File: src/rtl/irq_pkg.sv
package irq_pkg;
  localparam int          NUM_PINS  = 4;
  localparam int          LVL_W     = 5;
  localparam logic [4:0]  NMI_LEVEL = 5'd16;
  localparam int          SRC_NMI   = 0;
  localparam int          SRC_ENC   = 1;
  localparam int          SRC_PIN0  = 2;
  localparam int          SRC_PER0  = SRC_PIN0 + NUM_PINS;
  localparam int          BLIND_CYC = 6;

  typedef struct packed {
    logic bypass_block;
    logic edge_rise;
  } nmi_ctrl_t;

  function automatic logic [3:0] enc_to_level(input logic [3:0] code_n);
    return 4'hF - code_n;
  endfunction
endpackage

File: src/rtl/irq_sync.sv
module irq_sync #(
  parameter int         W       = 1,
  parameter logic [W-1:0] RST_VAL = '0
) (
  input  logic         clk,
  input  logic         rst_n,
  input  logic [W-1:0] d_async,
  output logic [W-1:0] q_sync
);
  logic [W-1:0] meta_q;

  always_ff @(posedge clk or negedge rst_n) begin
    if (!rst_n) begin
      meta_q <= RST_VAL;
      q_sync <= RST_VAL;
    end else begin
      meta_q <= d_async;
      q_sync <= meta_q;
    end
  end
endmodule

File: src/rtl/irq_cfg_regs.sv
module irq_cfg_regs
  import irq_pkg::*;
#(
  parameter int NUM_PERIPH = 4,
  parameter int ADDR_W     = 4
) (
  input  logic                       clk,
  input  logic                       rst_n,
  input  logic                       we,
  input  logic [ADDR_W-1:0]          addr,
  input  logic [3:0]                 wdata,
  output nmi_ctrl_t                  ctrl,
  output logic                       ctrl_wr,
  output logic [NUM_PINS-1:0][3:0]   pin_prio,
  output logic [NUM_PERIPH-1:0][3:0] per_prio
);
  assign ctrl_wr = we && (addr == '0);

  always_ff @(posedge clk or negedge rst_n) begin
    if (!rst_n)       ctrl <= '0;
    else if (ctrl_wr) ctrl <= nmi_ctrl_t'(wdata[1:0]);
  end

  for (genvar i = 0; i < NUM_PINS; i++) begin : g_pin
    logic en;
    assign en = we && (addr == ADDR_W'(1 + i));
    always_ff @(posedge clk or negedge rst_n) begin
      if (!rst_n)  pin_prio[i] <= '0;
      else if (en) pin_prio[i] <= wdata;
    end
  end

  for (genvar j = 0; j < NUM_PERIPH; j++) begin : g_per
    logic en;
    assign en = we && (addr == ADDR_W'(1 + NUM_PINS + j));
    always_ff @(posedge clk or negedge rst_n) begin
      if (!rst_n)  per_prio[j] <= '0;
      else if (en) per_prio[j] <= wdata;
    end
  end
endmodule

File: src/rtl/irq_nmi_detect.sv
module irq_nmi_detect
  import irq_pkg::*;
#(
  parameter int BLIND = BLIND_CYC
) (
  input  logic clk,
  input  logic rst_n,
  input  logic nmi_s,
  input  logic edge_rise,
  input  logic ctrl_wr,
  input  logic clr,
  output logic pend,
  output logic blind
);
  localparam int CNT_W = $clog2(BLIND + 1);

  logic             prev_q;
  logic [CNT_W-1:0] cnt_q, cnt_d;
  logic             pend_d, hit;

  assign blind = ctrl_wr || (cnt_q != '0);
  assign hit   = edge_rise ? (nmi_s && !prev_q) : (!nmi_s && prev_q);

  always_comb begin
    cnt_d = cnt_q;
    if (ctrl_wr)           cnt_d = CNT_W'(BLIND);
    else if (cnt_q != '0)  cnt_d = cnt_q - 1'b1;
    pend_d = pend;
    if (hit && !blind)     pend_d = 1'b1;
    else if (clr)          pend_d = 1'b0;
  end

  always_ff @(posedge clk or negedge rst_n) begin
    if (!rst_n) begin
      prev_q <= 1'b0;
      cnt_q  <= '0;
      pend   <= 1'b0;
    end else begin
      prev_q <= nmi_s;
      cnt_q  <= cnt_d;
      pend   <= pend_d;
    end
  end
endmodule

File: src/rtl/irq_prio_select.sv
module irq_prio_select
  import irq_pkg::*;
#(
  parameter int NUM_PERIPH = 4,
  parameter int SRC_W      = 4
) (
  input  logic [3:0]                 enc_lvl,
  input  logic [NUM_PINS-1:0]        pin_req,
  input  logic [NUM_PINS-1:0][3:0]   pin_prio,
  input  logic [NUM_PERIPH-1:0]      per_req,
  input  logic [NUM_PERIPH-1:0][3:0] per_prio,
  input  logic                       nmi_pend,
  input  logic                       nmi_ok,
  input  logic [3:0]                 cpu_mask,
  input  logic                       cpu_block,
  output logic                       valid,
  output logic [LVL_W-1:0]           level,
  output logic [SRC_W-1:0]           src,
  output logic                       mask_load
);
  logic [3:0]       best_lvl, cand;
  logic [SRC_W-1:0] best_src;

  always_comb begin
    best_lvl = enc_lvl;
    best_src = SRC_W'(SRC_ENC);
    for (int i = NUM_PINS - 1; i >= 0; i--) begin
      cand = pin_req[i] ? pin_prio[i] : 4'd0;
      if (cand > best_lvl) begin
        best_lvl = cand;
        best_src = SRC_W'(SRC_PIN0 + i);
      end
    end
    for (int j = 0; j < NUM_PERIPH; j++) begin
      cand = per_req[j] ? per_prio[j] : 4'd0;
      if (cand > best_lvl) begin
        best_lvl = cand;
        best_src = SRC_W'(SRC_PER0 + j);
      end
    end
  end

  always_comb begin
    valid     = 1'b0;
    level     = '0;
    src       = '0;
    mask_load = 1'b0;
    if (nmi_pend && nmi_ok) begin
      valid = 1'b1;
      level = NMI_LEVEL;
      src   = SRC_W'(SRC_NMI);
    end else if (best_lvl != 4'd0 && best_lvl > cpu_mask && !cpu_block) begin
      valid     = 1'b1;
      level     = {1'b0, best_lvl};
      src       = best_src;
      mask_load = 1'b1;
    end
  end
endmodule

File: src/rtl/irq_arbiter_top.sv
module irq_arbiter_top
  import irq_pkg::*;
#(
  parameter  int NUM_PERIPH = 4,
  localparam int ADDR_W     = $clog2(1 + NUM_PINS + NUM_PERIPH),
  localparam int SRC_W      = $clog2(SRC_PER0 + NUM_PERIPH)
) (
  input  logic                  clk,
  input  logic                  rst_n,
  input  logic                  nmi_pin,
  input  logic [NUM_PINS-1:0]   lvl_pins,
  input  logic [3:0]            prio_bus_n,
  input  logic [NUM_PERIPH-1:0] periph_req,
  input  logic [3:0]            cpu_mask,
  input  logic                  cpu_block,
  input  logic                  cpu_sleep,
  input  logic                  cfg_we,
  input  logic [ADDR_W-1:0]     cfg_addr,
  input  logic [3:0]            cfg_wdata,
  input  logic                  irq_ack,
  input  logic [SRC_W-1:0]      ack_src,
  output logic                  irq_valid,
  output logic [LVL_W-1:0]      irq_level,
  output logic [SRC_W-1:0]      irq_src,
  output logic                  irq_mask_load,
  output logic [3:0]            irq_new_mask
);
  logic rst_meta_q, rst_sync_n;

  always_ff @(posedge clk or negedge rst_n) begin
    if (!rst_n) begin
      rst_meta_q <= 1'b0;
      rst_sync_n <= 1'b0;
    end else begin
      rst_meta_q <= 1'b1;
      rst_sync_n <= rst_meta_q;
    end
  end

  logic                       nmi_s;
  logic [NUM_PINS-1:0]        pins_s;
  logic [3:0]                 bus_s;
  nmi_ctrl_t                  ctrl;
  logic                       ctrl_wr;
  logic [NUM_PINS-1:0][3:0]   pin_prio;
  logic [NUM_PERIPH-1:0][3:0] per_prio;
  logic                       nmi_pend, nmi_blind, nmi_ok, nmi_clr;

  irq_sync #(.W(1), .RST_VAL(1'b0)) u_sync_nmi (
    .clk(clk), .rst_n(rst_sync_n), .d_async(nmi_pin), .q_sync(nmi_s));
  irq_sync #(.W(NUM_PINS), .RST_VAL('0)) u_sync_pins (
    .clk(clk), .rst_n(rst_sync_n), .d_async(lvl_pins), .q_sync(pins_s));
  irq_sync #(.W(4), .RST_VAL(4'hF)) u_sync_bus (
    .clk(clk), .rst_n(rst_sync_n), .d_async(prio_bus_n), .q_sync(bus_s));

  irq_cfg_regs #(.NUM_PERIPH(NUM_PERIPH), .ADDR_W(ADDR_W)) u_cfg (
    .clk(clk), .rst_n(rst_sync_n), .we(cfg_we), .addr(cfg_addr),
    .wdata(cfg_wdata), .ctrl(ctrl), .ctrl_wr(ctrl_wr),
    .pin_prio(pin_prio), .per_prio(per_prio));

  assign nmi_clr = irq_ack && (ack_src == SRC_W'(SRC_NMI));
  assign nmi_ok  = !cpu_block || cpu_sleep || ctrl.bypass_block;

  irq_nmi_detect #(.BLIND(BLIND_CYC)) u_nmi (
    .clk(clk), .rst_n(rst_sync_n), .nmi_s(nmi_s), .edge_rise(ctrl.edge_rise),
    .ctrl_wr(ctrl_wr), .clr(nmi_clr), .pend(nmi_pend), .blind(nmi_blind));

  irq_prio_select #(.NUM_PERIPH(NUM_PERIPH), .SRC_W(SRC_W)) u_sel (
    .enc_lvl(enc_to_level(bus_s)), .pin_req(pins_s), .pin_prio(pin_prio),
    .per_req(periph_req), .per_prio(per_prio), .nmi_pend(nmi_pend),
    .nmi_ok(nmi_ok), .cpu_mask(cpu_mask), .cpu_block(cpu_block),
    .valid(irq_valid), .level(irq_level), .src(irq_src),
    .mask_load(irq_mask_load));

  assign irq_new_mask = irq_mask_load ? irq_level[3:0] : 4'd0;
endmodule

File: config.mk
export PLATFORM = sky130hd
export DESIGN_NAME = irq_arbiter_top
export DESIGN_NICKNAME = d
export VERILOG_FILES = /design/src/rtl/irq_pkg.sv /design/src/rtl/irq_sync.sv /design/src/rtl/irq_cfg_regs.sv /design/src/rtl/irq_nmi_detect.sv /design/src/rtl/irq_prio_select.sv /design/src/rtl/irq_arbiter_top.sv
export SDC_FILE = /design/constraint.sdc
export NUM_CORES = 1
export LEC_CHECK = 0
export ABC_AREA = 1
export BUFFER_PORTS_ARGS = -buffer_cell sky130_fd_sc_hd__buf_4
export CORE_UTILIZATION = 60
export CTS_CLUSTER_DIAMETER = 200
export CTS_CLUSTER_SIZE = 25
export DETAILED_ROUTE_END_ITERATION = 8
export PLACE_DENSITY = 0.82
export SYNTH_ARGS = -nofsm -noshare
export SYNTH_HDL_FRONTEND = slang
export SYNTH_SLANG_ARGS = --single-unit
export TNS_END_PERCENT = 10
File: constraint.sdc
create_clock -name clk -period 23.3 [get_ports clk]
set_clock_uncertainty 0.1 [all_clocks]
set_input_delay 0 -clock clk [delete_from_list [all_inputs] [get_ports clk]]
set_output_delay 0 -clock clk [all_outputs]
set_load 0.01 [all_outputs]
Word-level counts from Yosys, hierarchy flattened
Cells that the tools add are included.
Word-level totals
  register bits after elaboration: 59
  logic and storage cells: 106
  bits of input ports: 35
Cells by class
  eq/ne operators: 8
  reductions and logical operators: 29
  $add $sub $neg: 2
  order comparisons: 9
  mux-type cells: 37
Operators by type and width (number)
  $mux 4: 22
  $gt 4x4->1: 9
  $mux 3: 8
  $eq 4x3->1 const B: 4
  $logic_and 1x1->1: 16
  $eq 4x2->1 const B: 2
  $logic_not 4->1: 2
  $mux 1: 6
  $mux 5: 1
  $eq 4x1->1 const B: 1
  $eq 4x4->1 const B: 1
  $logic_not 1->1: 4
  $reduce_bool 2->1: 2
  $reduce_bool 4->1: 1
  $sub 4x4->4 const A: 1
  $logic_or 1x1->1: 3
  $reduce_bool 3->1: 1
  $sub 3x1->3 const B: 1

Depth between registers and ports, before layout
Gate-level depths: netlist of the first run.
  depth after elaboration: 23
  gate-level depth with buffers: 83
  gate-level depth less buffers: 82

By module
A second synthesis of the first run with hierarchy kept.
Unflattened totals
  cell total of the unflattened synthesis: 617
  area, all modules: 4435.5 sq um
Modules (own cells, without submodules)
  irq_prio_select: area an instance 2035.7 sq um, cells each 362, times used 1, sequential area each 0.0 sq um
  irq_cfg_regs: area an instance 1529.0 sq um, cells each 182, times used 1, sequential area each 850.8 sq um
  irq_nmi_detect: area an instance 277.8 sq um, cells each 32, times used 1, sequential area each 125.1 sq um
  irq_sync at u_sync_bus: area an instance 210.2 sq um, cells each 8, times used 1, sequential area each 210.2 sq um
  irq_sync at u_sync_pins: area an instance 200.2 sq um, cells each 8, times used 1, sequential area each 200.2 sq um
  irq_arbiter_top: area an instance 132.6 sq um, cells each 23, times used 1, sequential area each 50.0 sq um
  irq_sync at u_sync_nmi: area an instance 50.0 sq um, cells each 2, times used 1, sequential area each 50.0 sq um

Worst setup path after synthesis of the first run
Ideal clock, no wire load.
  kind: flip-flop to output port
  start point: register u_sync_pins.q_sync[3]
  end point: output port irq_level[0]
  setup slack: 14621 ps
  stages on the path, launching flop included: 76
  data arrival time: 8579 ps
  path buffers: 1
  data required time: 23200 ps
  cells stage by stage: dfrtp_1 > nand2_1 > inv_1 > ha_1 > nand2_1 > nor2_4 > nand2_2 > nand2_4 > nand2_4 > o21ai_0 > ha_1 > nand2_1 > nor2_4 > nand2_2 > nand2_4 > nand2_4 > nor2_1 > a21oi_1 > [... 40 more ...] > nand2_1 > ha_1 > inv_1 > nor2_1 > o21ai_0 > nand2_1 > nand2_1 > inv_1 > nand2_1 > nand2_2 > ha_1 > nand2_1 > o21ai_0 > o21ai_0 > nor2_1 > nand3_2 > buf_6 > nor2_1
Between the ends
  longest elaborated chain between the ends: 22
  elaborated cells on any way between the ends: 23
RTL lines
  from (decl): line irq_sync.sv:8  | output logic [W-1:0] q_sync
  from (signal assigned): line irq_sync.sv:18  | q_sync <= meta_q;
  $mux 4 (*): line irq_prio_select.sv:28  | cand = pin_req[i] ? pin_prio[i] : 4'd0;
  $gt 4x4->1: line irq_prio_select.sv:29  | if (cand > best_lvl) begin
  $mux 4 (*): line irq_prio_select.sv:29
  $gt 4x4->1: line irq_prio_select.sv:29
  $mux 4 (*): line irq_prio_select.sv:29
  $gt 4x4->1: line irq_prio_select.sv:29
  $mux 4 (*): line irq_prio_select.sv:29
  $gt 4x4->1: line irq_prio_select.sv:29
  [... 5 more ...]
  $gt 4x4->1: line irq_prio_select.sv:36  | if (cand > best_lvl) begin
  $mux 4 (*): line irq_prio_select.sv:36
  $gt 4x4->1: line irq_prio_select.sv:36
  $mux 4 (*): line irq_prio_select.sv:36
  $gt 4x4->1 / $reduce_bool 4->1 (equally long branches): line irq_prio_select.sv:52  | end else if (best_lvl != 4'd0 && best_lvl > cpu_mask && !cpu_block) begin
  $logic_and 1x1->1 (2 in series): line irq_prio_select.sv:52
  $mux 4 (*): line irq_prio_select.sv:52
  $mux 5 (*): line irq_prio_select.sv:48  | if (nmi_pend && nmi_ok) begin
  to (decl): line irq_arbiter_top.sv:23  | output logic [LVL_W-1:0] irq_level,
Mark *: on every way between the ends. The rest lies on a longest branch, timed or not.

Worst setup path after layout of the first run
  start point: register u_sync_pins.q_sync[3]
  end point: output port irq_new_mask[3]
Between the ends
  longest elaborated chain between the ends: 23
  elaborated cells on any way between the ends: 26
RTL lines
  $mux 4 (*): line irq_prio_select.sv:28
  $gt 4x4->1: line irq_prio_select.sv:29
  $mux 4 (*): line irq_prio_select.sv:29
  $gt 4x4->1: line irq_prio_select.sv:29
  $mux 4 (*): line irq_prio_select.sv:29
  $gt 4x4->1: line irq_prio_select.sv:29
  $mux 4 (*): line irq_prio_select.sv:29
  $gt 4x4->1: line irq_prio_select.sv:29
  [... 6 more ...]
  $mux 4 (*): line irq_prio_select.sv:36
  $gt 4x4->1: line irq_prio_select.sv:36
  $mux 4 (*): line irq_prio_select.sv:36
  $gt 4x4->1 / $reduce_bool 4->1 (equally long branches): line irq_prio_select.sv:52
  $logic_and 1x1->1 (2 in series): line irq_prio_select.sv:52
  $mux 4 / $mux 1 (equally long branches): line irq_prio_select.sv:52
  $mux 5 / $mux 1 (equally long branches): line irq_prio_select.sv:48
  $mux 4 (*): line irq_arbiter_top.sv:75  | assign irq_new_mask = irq_mask_load ? irq_level[3:0] : 4'd0;
  to (decl): line irq_arbiter_top.sv:26  | output logic [3:0] irq_new_mask
Marked as above.

==> results by group, run 1 <==
Cells and area
  • Final core utilization: 74.9%
  • Area grow syn2layout: 19.0%
  • Layout cells sized above 1: 24.1%
  • N_diodes: 0
  • Fin nets: 681

Detailed routing
  • DRC: 0
  • Met3 Wirelength: 430 um
  • Final WL: 9.34 mm
  • Via/cell ratio: 5.27
  • DR top layer: met4
  • Routed length on met2: 4.42 mm
  • Routed via count: 3,707
  • Initial DRC count: 231
  • DRT Pass-1 Iters: 5
  • Final ANT Viol Nets: 0
  • WL/cell: 13.3 um
  • WL met1: 4.30 mm

STA
  • Fmax: 97.3 MHz
  • Setup-failing EPs final: 0
  • Worst-margin pin slew: 0.591 ns
  • Fin Setup TNS: 0 ns
  • RSZ-0062 raised after global routing: false
  • Rel. slew slack: 60.6%
  • Final min period: 10.27 ns
  • Crit share post-route: 44.1%
  • Slew Limit Fails: 0
  • Final hold vios: 0

Global routing
  • Vias in the first global route: 3,547
  • Gr usage total: 28.6%
  • Largest net degree at the start of global routing: 48
  • Grt ovf: 0
  • Initial antenna violation count: 0
  • Wire length of the first global-routing pass: 16.0 mm

Hold path
  • Hold path depth: 3
  • Hold WC Path Type: input port to register
  • Hold path startpoint: cfg_wdata[2]
  • Hold endpoint: u_cfg.per_prio[6]

Critical path
  • Crit path from: u_sync_pins.q_sync[3]
  • Critical path capture point type: primary output
  • Reg2reg start: u_nmi.cnt_q[0]
  • Critical path fanouts, max: 11
  • Slowest CP cell: dfrtp_1
  • CP startpoint kind: register
  • Largest stage delay, worst path: 0.43 ns
  • Cell mode on critical path: nand2_4
  • Flop2flop setup slack: 22.01 ns
  • CP required: 23.20 ns
  • Worst flop-to-flop path endpoint: u_nmi.pend
  • FF-to-FF path depth: 4
  • Arrival @ worst endpoint: 10.17 ns
  • CP Class: register to primary output

Yosys
  • EDFF count, synth: 0
  • Synth area leaders: dfrtp_1 31%, nand2_1 14%, ha_1 7.4%
  • Synth Area per Inst: 7.42 um^2
  • Yosys top cell by area: dfrtp_1
  • Yosys warns: 0
  • Mapped Cells: 548
  • Asr flop ratio synth: 100%
  • Post-synth top flop: dfrtp_1
  • Most frequent cells after synthesis: 153 x nand2_1, 76 x inv_1, 52 x nand3_1
  • Register area share after synthesis: 36.6%
  • Most frequent cell after synthesis: nand2_1
  • Synth Cell Area: 4070 um^2
  • Unique masters post-synth: 30
  • FF+latch count, synth: 59
  • Syn nets: 607
  • Top-area cell type share of the netlist area: 31.4%

Clocking
  • Register clock-pin slew on the reported worst setup and hold paths: 0.07 ns
  • CTS sink cnt: 59
  • CTS tree: done
  • Clk root buf: clkbuf_8
  • H-tree Lvls: 3
  • Num CTS Buffers: 9
  • Worst skew pair latency: 0.34 ns
  • # resized after CTS: 0
  • Post-CTS setup buffers: 0
  • CTS max path bufs: 2

Placement
  • Placer congestion estimate: 0.932
  • Detailed Place HPWL: 6.97 mm
  • IO Port Bufs: 49

Flow run
  • Max-Cap Viols: 0

Die
  • Ports: 50
  • Die ar.: 7110 um^2
  • Die width: 84.3 um
  • Initial Utilization: 62.9%
  • Row count: 29
  • Core area: 6460 um^2
  • Die height: 84.3 um

Status
  • Outcome: finished, final reports clean
==> layer usage <==
metal | vias up | global-route usage [%]
met2 | 109 | 47.8
met3 | 25 | 5.11
met1 | 1687 | 36.6
met5 | - | 0
li1 | 1886 | -
met4 | 0 | 12.4
==> critical path: cells and delay by family (launching register included) <==
kind | cells | cell delay [ns]
simple gates | 43 | 4.14
fa+ha+maj | 9 | 2.77
compound gates | 11 | 1.70
buf+inv | 9 | 0.75
flops | 1 | 0.43
==> logic make-up (layout without fill, tap and decap cells) <==
family,Yosys count,after routing,share of synthesized area (%)
flops,59,59,36.6
fa+ha+maj,24,24,7.39
simple gates,309,309,38.8
compound gates,69,69,9.08
other cells,1,1,0.0922
buf+inv,86,165,8.13
==> sequential cells by signal, summed over array words and instances, names as in the netlist, 2 cells and up <==
name / count
u_cfg.ctrl: 2
u_cfg.per_prio: 16
u_cfg.pin_prio: 16
u_nmi.cnt_q: 3
u_sync_bus.meta_q: 4
u_sync_bus.q_sync: 4
u_sync_pins.meta_q: 4
u_sync_pins.q_sync: 4
==> worst max path at each step <==
stage          depth (start not counted)              end
2_1_floorplan                         75     irq_level[0]
3_3_place_gp                          77     irq_level[2]
3_5_place_dp                          72     irq_level[2]
4_1_cts                               72     irq_level[2]
5_1_grt                               75  irq_new_mask[3]
6_report                              72  irq_new_mask[3]
==> final cells by class <==
cell class | count | area [um^2]
clock inverters | 5 | 30.0
flip-flops and latches | 59 | 1490
fillers | 502 | 1620
multi-input cells | 403 | 2250
repair buffers | 64 | 515
well taps | 77 | 96.3
inverters | 85 | 319
clock buffers | 11 | 141
==> through the flow <==
stage               instances  hold WS [ns]  instance area [um^2]  worst slack, ns
global placement          674        -0.316                  4530            13.82
global route              704        0.0151                  4840            11.95
detailed placement        674        -0.316                  4530            13.46
finish                    704       0.00165                  4840            13.03
floorplan                 548        -0.396                  4070            14.62
CTS                       704      0.000505                  4840            13.04
==> cells in the final DEF, fill, tap and decap left out, types with 4 or more instances in the layout <==
| cell type | synthesis | routed |
|---|---|---|
| inv_2 | 7 | 7 |
| nor3_1 | 4 | 4 |
| o21ai_0 | 51 | 51 |
| nor2_2 | 10 | 10 |
| a21oi_1 | 8 | 8 |
| clkbuf_8 | 0 | 10 |
| dlygate4sd3_1 | 0 | 14 |
| o21bai_1 | 4 | 4 |
| dfstp_2 | 8 | 8 |
| nor2_1 | 24 | 24 |
| nand2_1 | 153 | 153 |
| buf_4 | 0 | 50 |
| nand3_2 | 5 | 5 |
| inv_1 | 76 | 76 |
| dfrtp_1 | 51 | 50 |
| nand2_4 | 14 | 14 |
| nand2_2 | 32 | 32 |
| nor2_4 | 6 | 6 |
| nand3_1 | 52 | 52 |
| ha_1 | 24 | 24 |
==> what timing repair did <==
action	4_1_cts	5_1_grt
hold endpoints to repair	20	0
hold buffers	14	0
endpoints found under the setup margin	0	0
Power of run 1 is not shown: default switching activity piles up to over one toggle a cycle in this logic, so the estimate is an artifact.
==> inputs of run 2 (changes only) <==
- CORE_UTILIZATION: 60 -> 53
- PLACE_DENSITY: 0.82 -> 0.77
- clock period: 23.3 -> 8.6 ns (I/O delays scaled with it)
==> run 2 against run 1 <==
The run now ends with setup timing left. Via count is 27% higher. Cell area is 30% higher. Wire length is 60% higher. Non-clock buffer count is 86 higher. Die area is 13% higher. Hold slack better by 0.013 ns. Final cell count is 15% higher. Register-to-register slack worse by 15 ns.
==> results by group, run 2 (synthesized netlist as in run 1, its figures left out) <==
Status
  • Outcome: complete, but fails checks
  • Failing checks: setup timing

Cells and area
  • Fill cell total of the finished layout: 338
  • Register Area: 1490 um^2
  • Layout cells sized above 1: 45.4%
  • Multi-input gate area: 2850 um^2
  • Area grow syn2layout: 55.2%
  • N_diodes: 0
  • Fin nets: 767
  • Commonest non-fill, non-tap cell in the layout: nand2_1
  • Largest registers: u_cfg.per_prio x16, u_cfg.pin_prio x16
  • Commonest non-fill, non-tap cells in the layout: 126 x nand2_1, 115 x buf_4, 64 x inv_1

STA
  • Rel. slew slack: 52.2%
  • Crit share post-route: 109%
  • Final hold vios: 0
  • Worst Setup Slack, final: -0.805 ns
  • Worst-margin pin slew: 0.716 ns
  • Setup-failing EPs final: 14
  • Final min period: 9.40 ns
  • Slew Limit Fails: 0
  • Fin Setup TNS: -10.33 ns
  • RSZ-0062 raised after global routing: true
  • Fmax: 106 MHz

Global routing
  • Gr usage total: 29.9%
  • Largest net degree at the start of global routing: 58
  • Wire length of the first global-routing pass: 18.0 mm
  • Vias in the first global route: 4,084
  • Initial antenna violation count: 0
  • Grt ovf: 0

Die
  • Ports: 50
  • Initial Utilization: 55.5%
  • Core area: 7330 um^2
  • Die height: 89.6 um
  • Die ar.: 8020 um^2
  • Die width: 89.6 um
  • Row count: 31

Detailed routing
  • Routed via count: 4,694
  • Via/cell ratio: 5.78
  • DRT Pass-1 Iters: 5
  • Final WL: 14.9 mm
  • DRC: 0
  • Initial DRC count: 417
  • Final ANT Viol Nets: 0
  • WL/cell: 18.4 um

Critical path
  • Critical path fanouts, max: 6
  • Arrival @ worst endpoint: 9.30 ns
  • Largest stage delay, worst path: 0.41 ns
  • Slowest CP cell: dfrtp_1
  • CP startpoint kind: register
  • Cell mode on critical path: nand2_4
  • CP Class: register to primary output
  • CP required: 8.50 ns
  • Critical path capture point type: primary output

Placement
  • Detailed Place HPWL: 7.45 mm
  • Placer congestion estimate: 0.865
  • IO Port Bufs: 49
  • Place WS: -0.457 ns

Clocking
  • H-tree Lvls: 3
  • Worst skew pair latency: 0.34 ns
  • Register clock-pin slew on the reported worst setup and hold paths: 0.07 ns
  • CTS tree: done
  • CTS max path bufs: 2
  • CTS sink cnt: 59
  • Num CTS Buffers: 9
  • Clk root buf: clkbuf_8

Flow run
  • Max-Cap Viols: 0

Hold path
  • Hold WC Path Type: input port to register
-- run 2: cell type report --
type                            count  area share, %
Sequential cell                    59           23.6
Clock inverter                      6           1.79
Timing Repair Buffer              150           20.2
Clock buffer                       10           2.18
Multi-Input combinational cell    403           45.2
Tap cell                           99           1.96
Inverter                           85           5.10
-- run 2: through the flow --
stage | cell area [um^2] | util (%) | std cells | hold slack [ns]
floorplan | 4090 | - | 548 | -0.396
global placement | 5060 | 69.1 | 759 | -0.318
detailed placement | 5060 | 69.1 | 759 | -0.310
CTS | 5680 | 77.5 | 799 | 0.00889
global route | 6310 | 86.1 | 812 | 0.0320
finish | 6310 | 86.1 | 812 | 0.0150
-- run 2: worst paths after layout --
kind	from	end	slack [ns]	depth (start not counted)
max	u_cfg.pin_prio[15]	irq_src[1]	-0.80	78
min	cfg_wdata[0]	u_cfg.per_prio[4]	0.01	3
max reg2reg	u_nmi.cnt_q[0]	u_nmi.cnt_q[1]	7.21	5
min reg2reg	u_sync_pins.meta_q[3]	u_sync_pins.q_sync[3]	0.25	0
max in group asynchronous	rst_sync_n	u_cfg.per_prio[10]	7.57	1
min in group asynchronous	rst_sync_n	u_cfg.per_prio[13]	0.35	1
-- run 2: critical path, delay by kind of cell (launching register included) --
family | cells | cell delay, ns
AND/OR/NAND/NOR | 44 | 3.80
adder cells (fa/ha/maj) | 9 | 2.46
flip-flops | 1 | 0.41
AO/OA/AOI/OAI | 12 | 1.19
buffers and inverters | 13 | 1.10
-- run 2: repair_timing --
action,in CTS,in global routing
endpoints found under the hold margin,22,0
gates cloned,1,0
pin swaps,35,78
hold buffers,15,0
buffers inserted,8,15
gates resized for setup,43,107
endpoints found under the setup margin,14,14
-- run 2: layer usage --
layer / GRT usage, % / up-vias / wire length [um]
met3: 5.94 / 117 / 1060
li1: - / 2065 / -
met1: 35.1 / 2213 / 5190
met5: 0 / - / 0
met4: 9.38 / 0 / 977
met2: 54.8 / 299 / 7700
Power of run 2 is left out for the same reason.
==> inputs of run 3 (changes only) <==
- CORE_UTILIZATION: 53 -> 59
- PLACE_DENSITY: 0.77 -> 0.81
- clock period: 8.6 -> 9.87 ns (I/O delays scaled with it)
==> run 3 against run 2 <==
The run now ends clean. Hold slack gained 0.010 ns. Sequential cell count is the same. Non-clock buffer count shrank 51. Sequential share of layout area grew 3.2 points. Final cell count shrank 8.7%. Clock-buffer cell count grew 1. Die area shrank 10%. Register-to-register slack gained 1.3 ns. Critical path depth is the same. First-iteration DRC count shrank 18%.
==> results by group, run 3 (synthesized netlist as in run 1, its figures left out) <==
Critical path
  • Largest stage delay, worst path: 0.40 ns
  • Arrival @ worst endpoint: 9.58 ns
  • Slowest CP cell: dfrtp_1
  • CP Class: register to primary output
  • Reg2reg start: u_nmi.cnt_q[0]
  • CP required: 9.77 ns
  • Critical path fanouts, max: 8
  • Crit path from: u_cfg.pin_prio[15]
  • CP startpoint kind: register
  • Critical path capture point type: primary output
  • Flop2flop setup slack: 8.51 ns

STA
  • Final min period: 9.68 ns
  • Setup-failing EPs final: 0
  • Worst-margin pin slew: 0.777 ns
  • Fmax: 103 MHz
  • Crit share post-route: 98.0%
  • Smallest hold slack: 0.0252 ns
  • Slew Limit Fails: 0
  • Final hold vios: 0
  • Rel. slew slack: 47.8%

Clocking
  • CTS sink cnt: 59
  • H-tree Lvls: 3
  • CTS tree: done
  • Num CTS Buffers: 9
  • Worst skew pair latency: 0.34 ns
  • Register clock-pin slew on the reported worst setup and hold paths: 0.07 ns
  • Clk root buf: clkbuf_8
  • CTS max path bufs: 2

Placement
  • Detailed Place HPWL: 6.95 mm
  • Placer congestion estimate: 0.832
  • IO Port Bufs: 49

Detailed routing
  • Initial DRC count: 340
  • Routed via count: 4,168
  • DRC: 0
  • Via/cell ratio: 5.62
  • Final ANT Viol Nets: 0
  • DRT Pass-1 Iters: 6
  • WL/cell: 16.0 um
  • Final WL: 11.8 mm

Hold path
  • Hold WC Path Type: register to asynchronous set/reset pin

Cells and area
  • Commonest non-fill, non-tap cells in the layout: 138 x nand2_1, 81 x buf_4, 72 x inv_1
  • Area grow syn2layout: 36.5%
  • Fin nets: 718
  • Largest registers: u_cfg.per_prio x16, u_cfg.pin_prio x16
  • Layout cells sized above 1: 34.9%
  • Commonest non-fill, non-tap cell in the layout: nand2_1
  • N_diodes: 0

Die
  • Ports: 50
  • Die ar.: 7230 um^2
  • Initial Utilization: 62.6%
  • Row count: 29
  • Die width: 85.0 um
  • Die height: 85.0 um
  • Core area: 6490 um^2

Global routing
  • Vias in the first global route: 3,760
  • Largest net degree at the start of global routing: 48
  • Initial antenna violation count: 0
  • Wire length of the first global-routing pass: 16.9 mm
  • Gr usage total: 29.5%
  • Grt ovf: 0

Flow run
  • Max-Cap Viols: 0

Status
  • Outcome: finished, final reports clean
## run 3: layout make-up
class | instances | area, um^2
multi-input cells | 405 | 2650
flip-flops and latches | 59 | 1490
fillers | 341 | 946
repair buffers | 99 | 798
inverters | 85 | 324
clock buffers | 11 | 141
well taps | 77 | 96.3
clock inverters | 5 | 52.6
## run 3: metal layers
metal / vias to the layer above / GRT usage [%] / routed length (um)
li1: 1973 / - / -
met1: 1953 / 36.5 / 4730
met2: 187 / 53.0 / 6050
met3: 55 / 5.06 / 583
met4: 0 / 8.01 / 470
met5: - / 0 / 0
## run 3: critical path, delay by kind of cell (launching register included)
kind            cells  cell delay [ns]
fa+ha+maj           9             2.39
compound gates     11             1.02
simple gates       48             4.59
buf+inv            10             0.80
flops               1             0.40
## run 3: per-stage QoR
step                instances  worst slack [ns]  area (um^2)  setup TNS, ns  util [%]
floorplan                 548              1.19         4070              0         -
global placement          674             0.223         4530              0      69.7
detailed placement        674            -0.134         4530          -1.24      69.7
CTS                       711            0.0397         4940              0      76.1
global route              741            -0.432         5550          -5.35      85.4
finish                    741             0.194         5550              0      85.4
## run 3: final timing paths
check,cells after the start,to
min in group clk,4,u_cfg.per_prio[0]
min reg2reg,0,u_sync_pins.meta_q[3]
min,0,u_sync_pins.meta_q[3]
max,78,irq_new_mask[1]
max reg2reg,4,u_nmi.pend
max in group asynchronous,1,u_sync_pins.meta_q[0]
## run 3: what timing repair did
action                                  in CTS  in global routing
setup buffers                                3                 29
gates resized for setup                      9                 75
pin swaps                                    2                 52
hold buffers                                17                  0
endpoints found under the setup margin      14                 14
cloned                                       1                  1
endpoints found under the hold margin       28                  0
Power of run 3 is left out for the same reason.
